File: src/rtl/vfs_pkg.sv
package vfs_pkg;

    typedef enum logic [1:0] {
        ST_IDLE  = 2'd0,
        ST_VSTEP = 2'd1,
        ST_FSTEP = 2'd2
    } seq_state_e;

    localparam logic [1:0] STAT_IDLE  = 2'd0;
    localparam logic [1:0] STAT_VSTEP = 2'd1;
    localparam logic [1:0] STAT_FSTEP = 2'd2;
    localparam logic [1:0] STAT_DEFER = 2'd3;

endpackage

File: src/rtl/vfs_goal_sel.sv
module vfs_goal_sel #(
    parameter int unsigned RATIO_W   = 8,
    parameter int unsigned VCODE_W   = 8,
    parameter logic [RATIO_W-1:0] RST_RATIO = 20,
    parameter logic [VCODE_W-1:0] RST_VCODE = 60,
    parameter logic [RATIO_W-1:0] LFM_RATIO = 8
) (
    input  logic               clk,
    input  logic               rst_n,
    input  logic               thermal_active,
    input  logic               thr_valid,
    input  logic [RATIO_W-1:0] thr_ratio,
    input  logic [VCODE_W-1:0] thr_vcode,
    input  logic               sw_valid,
    input  logic [RATIO_W-1:0] sw_ratio,
    input  logic [VCODE_W-1:0] sw_vcode,
    output logic [RATIO_W-1:0] goal_ratio,
    output logic [VCODE_W-1:0] goal_vcode,
    output logic               deferred
);

    typedef struct packed {
        logic [RATIO_W-1:0] nrm_r;
        logic [VCODE_W-1:0] nrm_v;
        logic [RATIO_W-1:0] thr_r;
        logic [VCODE_W-1:0] thr_v;
    } req_regs_t;

    req_regs_t req_d, req_q;
    logic [RATIO_W-1:0] thr_floor;

    always_comb begin
        req_d = req_q;
        if (sw_valid) begin
            req_d.nrm_r = sw_ratio;
            req_d.nrm_v = sw_vcode;
        end
        if (thr_valid) begin
            req_d.thr_r = thr_ratio;
            req_d.thr_v = thr_vcode;
        end
    end

    always_ff @(posedge clk or negedge rst_n) begin
        if (!rst_n) begin
            req_q <= '{nrm_r: RST_RATIO, nrm_v: RST_VCODE,
                       thr_r: RST_RATIO, thr_v: RST_VCODE};
        end else begin
            req_q <= req_d;
        end
    end

    // Thermal ratio never pushed below the lowest-frequency ratio
    always_comb begin
        thr_floor = (req_q.thr_r < LFM_RATIO) ? LFM_RATIO : req_q.thr_r;
        deferred  = thermal_active && (req_q.nrm_r > thr_floor);
        if (deferred) begin
            goal_ratio = thr_floor;
            goal_vcode = req_q.thr_v;
        end else begin
            goal_ratio = req_q.nrm_r;
            goal_vcode = req_q.nrm_v;
        end
    end

endmodule

File: src/rtl/vfs_step_fsm.sv
module vfs_step_fsm
    import vfs_pkg::*;
#(
    parameter int unsigned RATIO_W   = 8,
    parameter int unsigned VCODE_W   = 8,
    parameter logic [RATIO_W-1:0] RST_RATIO = 20,
    parameter logic [VCODE_W-1:0] RST_VCODE = 60
) (
    input  logic               clk,
    input  logic               rst_n,
    input  logic [RATIO_W-1:0] goal_ratio,
    input  logic [VCODE_W-1:0] goal_vcode,
    input  logic               vr_ack,
    input  logic               clk_ack,
    output seq_state_e         state,
    output logic [RATIO_W-1:0] seq_ratio,
    output logic [VCODE_W-1:0] seq_vcode,
    output logic [RATIO_W-1:0] cur_ratio,
    output logic [VCODE_W-1:0] cur_vcode
);

    typedef struct packed {
        seq_state_e         st;
        logic [RATIO_W-1:0] seq_r;
        logic [VCODE_W-1:0] seq_v;
        logic [RATIO_W-1:0] cur_r;
        logic [VCODE_W-1:0] cur_v;
    } fsm_regs_t;

    fsm_regs_t fsm_d, fsm_q;

    always_comb begin
        fsm_d = fsm_q;
        unique case (fsm_q.st)
            ST_IDLE: begin
                fsm_d.seq_r = goal_ratio;
                fsm_d.seq_v = goal_vcode;
                if (goal_ratio > fsm_q.cur_r) begin
                    // upward: voltage leads when it must change
                    fsm_d.st = (goal_vcode != fsm_q.cur_v) ? ST_VSTEP : ST_FSTEP;
                end else if (goal_ratio < fsm_q.cur_r) begin
                    // downward: clock leads
                    fsm_d.st = ST_FSTEP;
                end else if (goal_vcode != fsm_q.cur_v) begin
                    fsm_d.st = ST_VSTEP;
                end
            end
            ST_VSTEP: begin
                if (vr_ack) begin
                    fsm_d.cur_v = fsm_q.seq_v;
                    fsm_d.st    = (fsm_q.seq_r != fsm_q.cur_r) ? ST_FSTEP : ST_IDLE;
                end
            end
            ST_FSTEP: begin
                if (clk_ack) begin
                    fsm_d.cur_r = fsm_q.seq_r;
                    fsm_d.st    = (fsm_q.seq_v != fsm_q.cur_v) ? ST_VSTEP : ST_IDLE;
                end
            end
            default: fsm_d.st = ST_IDLE;
        endcase
    end

    always_ff @(posedge clk or negedge rst_n) begin
        if (!rst_n) begin
            fsm_q <= '{st: ST_IDLE, seq_r: RST_RATIO, seq_v: RST_VCODE,
                       cur_r: RST_RATIO, cur_v: RST_VCODE};
        end else begin
            fsm_q <= fsm_d;
        end
    end

    assign state     = fsm_q.st;
    assign seq_ratio = fsm_q.seq_r;
    assign seq_vcode = fsm_q.seq_v;
    assign cur_ratio = fsm_q.cur_r;
    assign cur_vcode = fsm_q.cur_v;

endmodule

File: src/rtl/vf_step_sequencer.sv
module vf_step_sequencer
    import vfs_pkg::*;
#(
    parameter int unsigned RATIO_W   = 8,
    parameter int unsigned VCODE_W   = 8,
    parameter logic [RATIO_W-1:0] RST_RATIO = 20,
    parameter logic [VCODE_W-1:0] RST_VCODE = 60,
    parameter logic [RATIO_W-1:0] LFM_RATIO = 8
) (
    input  logic               clk,
    input  logic               rst_n,
    input  logic               thermal_active,
    input  logic               thr_valid,
    input  logic [RATIO_W-1:0] thr_ratio,
    input  logic [VCODE_W-1:0] thr_vcode,
    input  logic               sw_valid,
    input  logic [RATIO_W-1:0] sw_ratio,
    input  logic [VCODE_W-1:0] sw_vcode,
    output logic               vr_req,
    output logic [VCODE_W-1:0] vr_code,
    input  logic               vr_ack,
    output logic               clk_req,
    output logic [RATIO_W-1:0] clk_ratio,
    input  logic               clk_ack,
    output logic               exec_halt,
    output logic [RATIO_W-1:0] cur_ratio,
    output logic [VCODE_W-1:0] cur_vcode,
    output logic [1:0]         status
);

    logic [RATIO_W-1:0] goal_ratio;
    logic [VCODE_W-1:0] goal_vcode;
    logic               deferred;
    seq_state_e         state;

    vfs_goal_sel #(
        .RATIO_W(RATIO_W), .VCODE_W(VCODE_W),
        .RST_RATIO(RST_RATIO), .RST_VCODE(RST_VCODE), .LFM_RATIO(LFM_RATIO)
    ) u_goal (
        .clk(clk), .rst_n(rst_n), .thermal_active(thermal_active),
        .thr_valid(thr_valid), .thr_ratio(thr_ratio), .thr_vcode(thr_vcode),
        .sw_valid(sw_valid), .sw_ratio(sw_ratio), .sw_vcode(sw_vcode),
        .goal_ratio(goal_ratio), .goal_vcode(goal_vcode), .deferred(deferred)
    );

    vfs_step_fsm #(
        .RATIO_W(RATIO_W), .VCODE_W(VCODE_W),
        .RST_RATIO(RST_RATIO), .RST_VCODE(RST_VCODE)
    ) u_fsm (
        .clk(clk), .rst_n(rst_n),
        .goal_ratio(goal_ratio), .goal_vcode(goal_vcode),
        .vr_ack(vr_ack), .clk_ack(clk_ack),
        .state(state), .seq_ratio(clk_ratio), .seq_vcode(vr_code),
        .cur_ratio(cur_ratio), .cur_vcode(cur_vcode)
    );

    always_comb begin
        vr_req    = (state == ST_VSTEP);
        clk_req   = (state == ST_FSTEP);
        exec_halt = (state == ST_FSTEP);
        unique case (state)
            ST_VSTEP: status = STAT_VSTEP;
            ST_FSTEP: status = STAT_FSTEP;
            default:  status = deferred ? STAT_DEFER : STAT_IDLE;
        endcase
    end

endmodule

File: config.mk
export PLATFORM = sky130hd
export DESIGN_NAME = vf_step_sequencer
export DESIGN_NICKNAME = d
export VERILOG_FILES = /design/src/rtl/vfs_pkg.sv /design/src/rtl/vfs_goal_sel.sv /design/src/rtl/vfs_step_fsm.sv /design/src/rtl/vf_step_sequencer.sv
export SDC_FILE = /design/constraint.sdc
export NUM_CORES = 1
export LEC_CHECK = 0
export ABC_AREA = 1
export BUFFER_PORTS_ARGS = -buffer_cell sky130_fd_sc_hd__buf_2
export CORE_MARGIN = 8
export CORE_UTILIZATION = 40
export DETAILED_ROUTE_END_ITERATION = 16
export PLACE_DENSITY = 0.7
export SLEW_MARGIN = 40
export SYNTH_ARGS = -nofsm -noshare
export SYNTH_HDL_FRONTEND = slang
export SYNTH_HIERARCHICAL = 1
export SYNTH_SLANG_ARGS = --single-unit
File: constraint.sdc
create_clock -name clk -period 3.6 [get_ports clk]
set_input_delay 0.36 -clock clk [delete_from_list [all_inputs] [get_ports clk]]
set_output_delay 0.36 -clock clk [all_outputs]
set_load 0.005 [all_outputs]
; Word level (Yosys, flattened, before mapping)
; Index checks and enable logic that the tools add are counted.
[classes]
magnitude_cmp = 4
eq_ne = 8
n_mux = 14
n_reduce_logical = 5
[op_table]
columns = op, n
row1 = 8-bit two-way mux, 3
row2 = 8-bit inequality test, 3
row3 = 8-bit greater-than comparator, 2
row4 = 2-bit two-way mux, 8
row5 = "8-bit by 4-bit less-than comparator with 1-bit output, second input constant", 1
row6 = 8-bit less-than comparator, 1
row7 = 2-bit case mux with 3 select lines, 1
row8 = "2-bit by 1-bit inequality test with 1-bit output, second input constant", 2
row9 = "4-bit by 1-bit inequality test with 1-bit output, second input constant", 1
row10 = 2-bit case mux with 2 select lines, 1
row11 = 2-bit AND reduction, 2
row12 = 3-bit AND reduction, 1
row13 = "2-bit by 1-bit equality test with 1-bit output, second input constant", 1
row14 = "2-bit equality test, second input constant", 1
row15 = 2-bit logical NOT, 1
row16 = 1-bit logical AND, 1
row17 = 1-bit two-way mux, 1
[word_totals]
regBits = 66
output_inout_bits = 37

; Logic depth before layout (Yosys ltp)
; Gate-level depths: netlist of run 1.
[logic_depth]
ltp_word = 10
depth_mapped = 28

; Hierarchy
; The synthesis of run 1 kept the hierarchy.
[by_module_without_submodules]
columns = module, n_inst, cells_each, area_per_inst_um2, seq_area_each_um2
row1 = vfs_step_fsm, 1, 253, 1913.1, 865.8
row2 = vfs_goal_sel, 1, 173, 1711.6, 815.8
row3 = vf_step_sequencer, 1, 11, 62.6, 0.0

; Worst setup path after synthesis of run 1
; OpenSTA, ideal clock, no wires.
[synth_path]
path_kind = reg2reg
from = register u_goal/req_q[12] (netlist bit)
to = register u_fsm.fsm_q (netlist bit u_fsm/state[1])
setup_time_ns = 0.118
arrival_time_ns = 2.638
required_time_ns = 3.482
setup_slack_ns = 0.844
stages_incl_launch_ff = 22
n_path_buf = 1
synth_period_minus_slack_ns = 2.756
cell_sequence = dfstp_2 -> inv_1 -> nand4_1 -> nand2_1 -> ha_1 -> nand2_1 -> nor2_1 -> a21boi_4 -> nand2_4 -> buf_6 -> nand2_1 -> nand2_1 -> ha_1 -> nand2_1 -> nor2_1 -> nand2_1 -> nor2_1 -> nand3_1 -> nor2_1 -> nor2_1 -> nand2_1 -> nand2_1
[synth_between]
elab_chain_cells = 9
elab_cells_between_ends = 15
[synth_lines]
columns = element, line
row1 = "start, declared", vfs_goal_sel.sv:29  ; req_regs_t req_d, req_q;
row2 = "start signal, assigned", vfs_goal_sel.sv:46  ; req_q <= '{nrm_r: RST_RATIO, nrm_v: RST_VCODE,
row3 = "start signal, assigned", vfs_goal_sel.sv:49  ; req_q <= req_d;
row4 = 8-bit by 4-bit less-than comparator with 1-bit output, vfs_goal_sel.sv:55  ; thr_floor = (req_q.thr_r < LFM_RATIO) ? LFM_RATIO : req_q.thr_r;
row5 = 8-bit two-way mux *, vfs_goal_sel.sv:55
row6 = 8-bit greater-than comparator, vfs_goal_sel.sv:56  ; deferred = thermal_active && (req_q.nrm_r > thr_floor);
row7 = 1-bit logical AND, vfs_goal_sel.sv:56
row8 = 8-bit two-way mux *, vfs_goal_sel.sv:57  ; if (deferred) begin
row9 = named net goal_ratio[6], vf_step_sequencer.sv:31  ; logic [RATIO_W-1:0] goal_ratio;
row10 = 8-bit less-than comparator, vfs_step_fsm.sv:41  ; end else if (goal_ratio < fsm_q.cur_r) begin
row11 = 2-bit two-way mux, vfs_step_fsm.sv:41
row12 = 2-bit two-way mux, vfs_step_fsm.sv:38  ; if (goal_ratio > fsm_q.cur_r) begin
row13 = 2-bit case mux with 3 select lines, vfs_step_fsm.sv:34  ; unique case (fsm_q.st)
row14 = "end signal, assigned", vfs_step_fsm.sv:66  ; fsm_q <= '{st: ST_IDLE, seq_r: RST_RATIO, seq_v: RST_VCODE,
row15 = "end signal, assigned", vfs_step_fsm.sv:69  ; fsm_q <= fsm_d;
row16 = "end, declared", vfs_step_fsm.sv:30  ; fsm_regs_t fsm_d, fsm_q;
; The timed path passes the listed nets; every way through them passes the cells marked *.
; A chain may end at the register's enable or synchronous reset.

; Worst setup path in the final report of run 1
; Same ends and word-level chain as after synthesis.

==> results.ini, run 1 <==
[final_layout]
n_fill_cell = 898
final-seq-area_um2 = 1680
n_antenna_cell = 0
areaGrowthSynthToFinish_pct = 16.4
multi_input_area_um2 = 1700
layout_commonest_cell = nand2_1
mostFrequentLayoutCells = nand2_1, buf_2, inv_1, dfrtp_1, o21ai_0
layout-drive-gt1-share_pct = 29.3
nets = 568
post-route-util_pct = 47.1

[yosys]
async_flop_share_pct = 100
avgSynthCellArea_um2 = 8.44
synth_flop_cell = dfrtp_1
synth_adder_area_share_pct = 6.11
syn_area_um2 = 3690
muxShareOfSynthArea_pct = 7.94
synth_simple_gate_area_share_pct = 23.2
syn_inst = 437
synth-compound-area-share_pct = 6.82
synth_top_family_by_area = simple AND/OR/NAND/NOR gates
syn-num-nets = 494
ys_warn_count = 6
synth_xor_area_share_pct = 2.14
yosys_register_bits = 66
ys_types = 26
synth-seq-area-share_pct = 45.6
synth-edff-count = 0

[drt]
drc = 0
drt_pass1_iterations = 4
post_drt_wl_per_cell_um = 14.0
viasPerCell = 4.93
drt_iter0_markers = 119
vias = 3086
drt-total-wl_mm = 8.73
ant_nets = 0

[global_routing]
grt_pass1_vias = 3129
grt_overflow = 0
gr-usage-all-layers_pct = 14.8
grt_max_degree = 39
grt_pass1_wl_mm = 14.9
grt_antenna_before_repair = 0

[clock_tree]
cts.sinks = 66
tritoncts = done
hold_buffers = 0
clk_latency_ps = 340
postCtsSetupBuffers = 0
cts_buffer_depth = 2
ctsRootBufferMaster = clkbuf_8
clk_pin_slew_ps = 70
htree_levels = 3
post_cts_resized = 0
tritoncts.num_buffers = 9

[place]
place_hpwl_mm = 6.80
portBuffers = 75
gp_congestion = 0.804

[setup_path]
cp.required_ps = 3830
start_kind = flip-flop
r2r_cells = 22
end_kind = flip-flop
critical_path_class = flip-flop to flip-flop
cp_num_buf_inv = 3
crit_top_cell = nand2_1
rrSetupSlack_ps = 330
crit_fanout = 17
reg2reg_to = u_fsm/state[1]$_DFFE_PN0P_
timing.critical_path.slowest_cell_delay_ps = 540
worstReg2RegStart = u_goal/req_q[12]$_DFFE_PN1P_
cpLargestDelayFamily = simple AND/OR/NAND/NOR gates
cp_data_arrival_time_ps = 3500
path_cells = inv_1 -> nand4_1 -> nand2_1 -> ha_1 -> nand2_1 -> nor2_1 -> a21boi_4 -> nand2_4 -> nand2_1 -> nand2_1 -> ha_1 -> inv_1 -> o21bai_1 -> nand2_1 -> nand2_1 -> nand2_1 -> nand2_1 -> inv_1 -> nor2_1 -> nor2_1 -> nand2_1 -> nand2_1
crit_path_top_delay_cell = dfstp_2

[sta]
finalCriticalPeriod_ps = 3270
fin_skew_ps = 7.99
fin_crit_sh_pct = 90.9
final_max_slew_viol_count = 0
fin_hold_ws_ps = -29.1
relSlewSlack_pct = 55.1
grt_setup_unrepaired = false
final_hold_viol_count = 23
tns_ps = 0
clock.fmax_ghz = 0.306
tightest_slew_ps = 672
setup_viol = 0

[die]
core_area_um2 = 9110
die-area_um2 = 12500
rows = 35
die_y_um = 112
die_w_um = 112
io_pins = 76
start_util_pct = 40.5

[status]
outcome = finished with violations
violations = hold timing

[worst_hold_path]
hold_path.class = input pin to async pin

[run]
maxCapViolCount = 0

[power]
ir_drop_uv = 197
pwr_density_cell_nw_per_um2 = 703
p_leak_nw = 2.25

[per-layer routing]
layer  track usage, %  share of wire [%]
met5                0                  0
met4             7.55                2.2
met1             17.7                 45
met2             24.3                 48
met3             3.49                4.7
[cell usage after synthesis, drive strengths merged, types with 5 or more instances]
master  count  area share [%]
nand2     149              16
buf        11             2.2
dfstp      24              17
ha         18             6.1
o21ai      38             5.2
xnor2       9             2.1
nor2       17             2.2
nand3      27             3.7
dfrtp      42              29
inv        57             5.8
mux2       26             7.9
nand4       5            0.85
[power breakdown]
| part | total (W) | switching (W) | leakage [nW] | internal (W) |
|---|---|---|---|---|
| combinational | 0.00125 | 0.000726 | 1.39 | 0.000525 |
| clock | 0.000547 | 0.000267 | 0.0920 | 0.000280 |
| sequential | 0.00122 | 0.000212 | 0.765 | 0.00101 |
| total | 0.00302 | 0.00121 | 2.25 | 0.00181 |
[metrics by stage]
step | power [W] | worst slack [ps] | hold slack [ps] | cell area [µm²] | std cells
6_report | 0.00302 | 329 | -29.1 | 4290 | 626
5_1_grt | 0.00330 | 28.4 | 6.84 | 4290 | 626
2_1_floorplan | 0.00206 | 844 | 64.4 | 3690 | 437
3_3_place_gp | 0.00243 | 513 | 492 | 4120 | 611
3_5_place_dp | 0.00249 | 402 | 508 | 4120 | 611
4_1_cts | 0.00305 | 359 | 123 | 4290 | 626
[registers in the layout, summed over array words and instances (netlist names)]
register and count:
u_fsm/cur_ratio 8, u_goal/req_q 32, u_fsm/seq_ratio 8, u_fsm/seq_vcode 8, u_fsm/cur_vcode 8, u_fsm/state 2
[worst reg2reg max path: stages (launching register included)]
cell	delay (ps)
dfstp_2	540
inv_1	70
nand4_1	140
nand2_1	100
ha_1	300
nand2_1	80
nor2_1	60
a21boi_4	420
nand2_4	210
nand2_1	100
nand2_1	90
ha_1	310
inv_1	40
o21bai_1	130
nand2_1	70
nand2_1	60
nand2_1	40
nand2_1	90
inv_1	50
nor2_1	80
nor2_1	60
nand2_1	70
nand2_1	50
[cells by family after synthesis]
logic type	after synthesis
buffers and inverters	70
and+or+nand+nor	202
AOI/OAI and AO/OA	46
adders and majority gates	18
DFF	66
xor gates and xnor gates	9
muxes	26
[area by class of cell]
| cell class | instances | area share [%] |
|---|---|---|
| well taps | 111 | 3.24 |
| clock buffers | 12 | 3.61 |
| clock inverters | 3 | 0.350 |
| inverters | 57 | 4.98 |
| multi-input cells | 301 | 39.7 |
| flip-flops and latches | 66 | 39.2 |
| repair buffers | 76 | 8.98 |
[how the worst max path moves through the flow]
stage                            endpoint  slack [ps]  depth (start not counted)                          from
2_1_floorplan  u_fsm/state[1]$_DFFE_PN0P_         840                         21  u_goal/req_q[12]$_DFFE_PN1P_
3_3_place_gp   u_fsm/state[1]$_DFFE_PN0P_         510                         20  u_goal/req_q[12]$_DFFE_PN1P_
3_5_place_dp   u_fsm/state[1]$_DFFE_PN0P_         400                         20  u_goal/req_q[12]$_DFFE_PN1P_
4_1_cts        u_fsm/state[1]$_DFFE_PN0P_         360                         20  u_goal/req_q[12]$_DFFE_PN1P_
5_1_grt        u_fsm/state[1]$_DFFE_PN0P_          30                         22  u_goal/req_q[12]$_DFFE_PN1P_
6_report       u_fsm/state[1]$_DFFE_PN0P_         330                         22  u_goal/req_q[12]$_DFFE_PN1P_
No activity file was read; power rests on OpenSTA's default activity.
==> run 2: changes to the inputs <==
BUFFER_PORTS_ARGS = not set   (was -buffer_cell sky130_fd_sc_hd__buf_2)
DONT_BUFFER_PORTS = 1   (was not set)
PLACE_DENSITY = 0.63   (was 0.7)
==> run 2 against run 1 <==
  * The run now ends clean
  * Critical path type unchanged
  * Critical path depth increased by 1
  * Final area down 7.3%
  * Register-to-register slack gained 220 ps
  * Die area unchanged
  * Core utilization fell by 3.4 points
  * Highest routed layer unchanged
  * Sequential power is 5% higher
  * Wire length is 5.3% lower
  * Largest cell class unchanged
==> results.ini, run 2 (same netlist as run 1, synthesis figures left out) <==
[sta]
setup_viol = 0
tns_ps = 0
fin_crit_sh_pct = 84.8
final_hold_viol_count = 0
final_max_slew_viol_count = 0
clock.fmax_ghz = 0.328
fin_skew_ps = 9.34
grt_setup_unrepaired = false
relSlewSlack_pct = 53.1
finalCriticalPeriod_ps = 3050
tightest_slew_ps = 701

[drt]
drt_pass1_iterations = 4
drc = 0
post_drt_wl_per_cell_um = 14.9
drt_iter0_markers = 135
drt-total-wl_mm = 8.27
vias = 2696
viasPerCell = 4.86
ant_nets = 0

[final_layout]
areaGrowthSynthToFinish_pct = 7.91
n_antenna_cell = 0
post-route-util_pct = 43.7
largest_reg_flops = 32
regMostFlops = u_goal/req_q
nets = 496
layout-drive-gt1-share_pct = 17.3
mostFrequentLayoutCells = nand2_1, inv_1, dfrtp_1, o21ai_0, nand3_1
layout_commonest_cell = nand2_1

[power]
pwr_density_cell_nw_per_um2 = 725
p_seq_share_pct = 44.2
internal_power_w = 0.00174
p_switching_w = 0.00114
pwr-share-comb_pct = 34.9
p_leak_nw = 1.96
p_clk_share_pct = 20.9
ir_drop_uv = 234
swShare_pct = 39.7

[place]
place_hpwl_mm = 6.38
portBuffers = 0
gp_congestion = 0.799

[setup_path]
worstReg2RegStart = u_goal/req_q[12]$_DFFE_PN1P_
critical_path_class = flip-flop to flip-flop
cp.required_ps = 3830
end_kind = flip-flop
crit_fanout = 17
startpoint = u_goal/req_q[12]$_DFFE_PN1P_
start_kind = flip-flop
cp_data_arrival_time_ps = 3280

[global_routing]
grt_pass1_wl_mm = 14.1
gr-usage-all-layers_pct = 14.1
grt_max_degree = 67
grt_antenna_before_repair = 0
grt_overflow = 0
grt_pass1_vias = 2727

[die]
die_y_um = 112
die_w_um = 112
start_util_pct = 40.5
die-area_um2 = 12500
io_pins = 76
rows = 35
core_area_um2 = 9110

[worst_hold_path]
holdCritStartpoint = thr_valid
hold_path.class = input pin to flip-flop

[clock_tree]
tritoncts = done
ctsRootBufferMaster = clkbuf_8
cts_buffer_depth = 2
cts.sinks = 66
clk_pin_slew_ps = 70
post_cts_resized = 0
clk_latency_ps = 340
htree_levels = 3
tritoncts.num_buffers = 9

[status]
outcome = finished clean

[run]
maxCapViolCount = 0

[run 2: cell count changes in the layout (fill, tap and decap cells not counted), sizes merged]
| cell | before | now |
|---|---|---|
| buf | 76 | 3 |
| bufinv | 0 | 1 |
| clkbuf | 12 | 13 |
| clkinv | 3 | 2 |
| dlygate4sd3 | 0 | 1 |
[run 2: final timing paths]
check                                                      end  slack (ps)  cells after the start
max in group asynchronous         u_goal/req_q[28]$_DFFE_PN1P_        2720                      2
worst min-delay path              u_goal/req_q[12]$_DFFE_PN1P_         110                      1
worst min register to register     u_goal/req_q[6]$_DFFE_PN0P_         510                      1
min in group asynchronous       u_fsm/cur_vcode[1]$_DFFE_PN0P_         570                      2
worst max register to register      u_fsm/state[1]$_DFFE_PN0P_         550                     23
worst max-delay path                u_fsm/state[1]$_DFFE_PN0P_         550                     23
[run 2: critical path, cell delays in order, from the launching register on]
cell and delay, ps:
dfstp_2 530, inv_1 70, nand4_1 130, nand2_1 90, ha_1 300, nand2_1 60, nand2_1 50, nand2_1 40
nand2_1 60, nand2_2 60, nand2_4 170, nand2_4 160, nand2_1 90, nand2_1 80, ha_1 300, nand2_1 70
nor2_1 150, nand2_1 90, nor2_1 100, nand3_1 80, nor2_1 110, nor2_1 50, nand2_1 60, nand2_1 40
[run 2: power by group through the flow]
stage	Sequential [W]	Clock (W)	Combinational, W
finish	0.00128	0.000602	0.00101
global placement	0.00129	0	0.000956
floorplan	0.00120	0	0.000856
CTS	0.00129	0.000623	0.00101
detailed placement	0.00130	0	0.000987
global route	0.00132	0.000656	0.00120
[run 2: stage by stage]
step                worst slack, ps  cell area, µm²  power [W]  instances  hold WS (ps)
finish                          547            3980    0.00288        555           113
global route                    142            3980    0.00318        555          95.5
CTS                             350            3960    0.00292        553          85.5
detailed placement              370            3740    0.00229        535          67.3
global placement                492            3740    0.00225        535          67.6
floorplan                       844            3690    0.00206        437          64.4
[run 2: layer usage]
layer  part of all wire, %  up-vias  routed length, µm  global-route usage [%]
met5                     0        -                  0                       0
met4                   1.2        0                103                    4.05
met3                    10        7                831                    6.17
met2                    44       69               3610                    21.2
met1                    45     1236               3730                    17.9
li1                      -     1384                  -                       -
[run 2: area by class of cell]
cell class                      count  area (µm²)
Timing Repair Buffer                4        52.6
Multi-Input combinational cell    301        1700
Tap cell                          111         139
Inverter                           57         214
Fill cell                         908        5130
Clock buffer                       13         149
Sequential cell                    66        1680
Clock inverter                      3        40.0
[run 2: what timing repair did]
item | CTS | global route
endpoints found under the hold margin | 66 | 0
setup buffers | 0 | 2
hold buffers | 2 | 0
setup endpoints to repair | 0 | 2
==> run 3: changes to the inputs <==
ABC_AREA = 0   (was 1)
clock period = 2.9 ns   (was 3.6 ns; I/O delays follow)
==> run 3 against run 2 <==
  * The flow now finishes with violations (setup timing)
  * Wire length is 2.5% lower
  * Worst setup slack lost 1100 ps
  * Maximum frequency down 12%
  * Flip-flop and latch count stayed put
==> results.ini, run 3 <==
[sta]
final_hold_viol_count = 0
setup_viol = 6
final_max_slew_viol_count = 0
relSlewSlack_pct = 60.6
fin_crit_sh_pct = 119
final.setup.worst_slack_ps = -556
clock.fmax_ghz = 0.289
fin_skew_ps = 4.72
finalCriticalPeriod_ps = 3460
tightest_slew_ps = 590
grt_setup_unrepaired = true

[global_routing]
gr-usage-all-layers_pct = 14.0
grt.busiest_layer = met2
met2_usage_pct = 22.1
grt_overflow = 0
grt_max_degree = 67
use_met1_pct = 16.7
grt_pass1_vias = 2358
grt_pass1_wl_mm = 12.6
grt_use_met3_pct = 4.37
grt_antenna_before_repair = 0

[setup_path]
cp.required_ps = 3110
timing.critical_path.slowest_cell_delay_ps = 400
end_kind = flip-flop
cp_data_arrival_time_ps = 3670
crit_top_cell = a211oi_2
start_kind = flip-flop
path_cells = nor4_2 -> or2b_1 -> and2_4 -> ha_4 -> nand4_1 -> o2111ai_4 -> buf_12 -> mux2i_1 -> ha_1 -> o211ai_1 -> a211oi_2 -> a211oi_2 -> o31a_1 -> o22ai_2
cpLargestDelayFamily = compound AO/OA/AOI/OAI gates
crit_fanout = 7
cp_num_buf_inv = 1
crit_path_top_delay_cell = dfrtp_1
critical_path_class = flip-flop to flip-flop

[clock_tree]
clk_latency_ps = 340
tritoncts.num_buffers = 9
cts.sinks = 66
tritoncts = done
htree_levels = 3
ctsRootBufferMaster = clkbuf_8
cts_buffer_depth = 2
clk_pin_slew_ps = 70

[die]
rows = 34
core_area_um2 = 8590
die_w_um = 109
die_y_um = 109
start_util_pct = 40.5
io_pins = 76
die-area_um2 = 11900

[yosys]
syn_area_um2 = 3480
syn-num-nets = 333
async_flop_share_pct = 100
ys_warn_count = 6
yosys_register_bits = 66
synth-seq-area-share_pct = 48.4
synthTopCellsByCount = mux2_2, dfrtp_1, dfstp_2, xnor2_1, inv_1
syn_inst = 276
synth_most_common_cell = mux2_2
ys_types = 31
synth_flop_cell = dfrtp_1
avgSynthCellArea_um2 = 12.6
synth_top_area_share_pct = 30.2
yosys.area.top_type = dfrtp_1
synth.area.top_cells = dfrtp_1, mux2_2, dfstp_2, ha_1, xnor2_1
synth-edff-count = 0

[drt]
vias = 2191
drt_pass1_iterations = 4
drc = 0
ant_nets = 0
drt_iter0_markers = 70
drt-total-wl_mm = 8.06
viasPerCell = 5.08
post_drt_wl_per_cell_um = 18.7

[run]
maxCapViolCount = 0

[final_layout]
nets = 376
layout-drive-gt1-share_pct = 52.6
mostFrequentLayoutCells = mux2_2, dfrtp_1, buf_4, dfstp_2, xnor2_1
areaGrowthSynthToFinish_pct = 23.9
regMostFlops = u_goal/req_q
n_antenna_cell = 0
largest_reg_flops = 32
layout_commonest_cell = mux2_2
final_area_um2 = 4310

[power]
ir_drop_uv = 294
power_w = 0.00407
p_leak_nw = 1.87
pwr_density_cell_nw_per_um2 = 946

[status]
outcome = finished with violations
violations = setup timing

[place]
place_hpwl_mm = 5.66
gp_congestion = 0.841
place_area_um2 = 3770
place_ws_ps = -640
portBuffers = 0

[worst_hold_path]
hold_path.class = input pin to flip-flop

[run 3: cell types whose count changed after synthesis, moves of 4 or more]
cell,previous run,this run
buf_2,5,0
inv_1,56,19
mux2_2,26,65
mux2_4,0,6
mux2i_1,0,4
nand2_1,145,15
nand3_1,27,4
nor2_1,14,5
o21ai_0,38,11
xnor2_1,9,24
[run 3: per-stage QoR]
step	util (%)	cells	hold slack [ps]	TNS (ps)
floorplan	-	276	-5.59	-765
global route	50.1	431	12.1	-2300
finish	50.1	431	37.1	-1590
CTS	48.4	428	7.98	-1470
global placement	43.9	398	-3.48	-1000
detailed placement	43.9	398	-3.52	-1210
[run 3: worst paths after layout]
path,from,endpoint,slack [ps],cells past startpoint
worst max-delay path,u_goal/req_q[15]$_DFFE_PN0P_,u_fsm/state[0]$_DFFE_PN0P_,-560,14
worst min-delay path,thr_valid,u_goal/req_q[12]$_DFFE_PN1P_,40,1
worst max register to register,u_goal/req_q[15]$_DFFE_PN0P_,u_fsm/state[0]$_DFFE_PN0P_,-560,14
worst min register to register,u_goal/req_q[23]$_DFFE_PN0P_,u_goal/req_q[23]$_DFFE_PN0P_,510,1
max in group asynchronous,rst_n,u_fsm/cur_vcode[3]$_DFFE_PN1P_,2080,2
min in group asynchronous,rst_n,u_fsm/cur_ratio[1]$_DFFE_PN0P_,490,2
[run 3: power by group]
part | leakage, nW | internal, W | switching, W
clock | 0.102 | 0.000437 | 0.000338
sequential | 0.753 | 0.00129 | 0.000422
combinational | 1.01 | 0.000954 | 0.000633
[run 3: per-layer routing]
layer	part of all wire [%]	wire length [µm]
met5	0	0
met4	1.3	106
met3	6.6	529
met2	50	4010
met1	42	3410
[run 3: cell families after synthesis]
kind of cell             after synthesis  share of synthesized area, %
AO/OA/AOI/OAI                         25                          5.04
multiplexers                          75                          24.8
AND/OR/NAND/NOR                       42                          6.05
adder cells (fa/ha/maj)               18                          6.48
XOR/XNOR                              24                          6.05
flip-flops                            66                          48.4
buffers and inverters                 26                          3.24
[run 3: timing repair]
item / CTS / global route
hold endpoints to repair: 67 / 0
setup endpoints to repair: 4 / 7
resized for setup: 12 / 18
pin swaps: 4 / 6
hold buffers: 3 / 0
setup buffers: 12 / 3
[run 3: worst reg2reg max path: stages (launching register included)]
cell       delay (ps)
dfrtp_1           400
nor4_2            300
or2b_1            310
and2_4            170
ha_4              250
nand4_1           130
o2111ai_4         340
buf_12            180
mux2i_1           320
ha_1              310
o211ai_1          110
a211oi_2          110
a211oi_2          190
o31a_1            160
o22ai_2            60
[run 3: final cells by class]
type	count	area, µm²
Fill cell	761	4290
Clock buffer	12	155
Sequential cell	66	1680
Timing Repair Buffer	39	359
Inverter	19	71.3
Tap cell	108	135
Multi-Input combinational cell	184	1860
Clock inverter	3	40.0
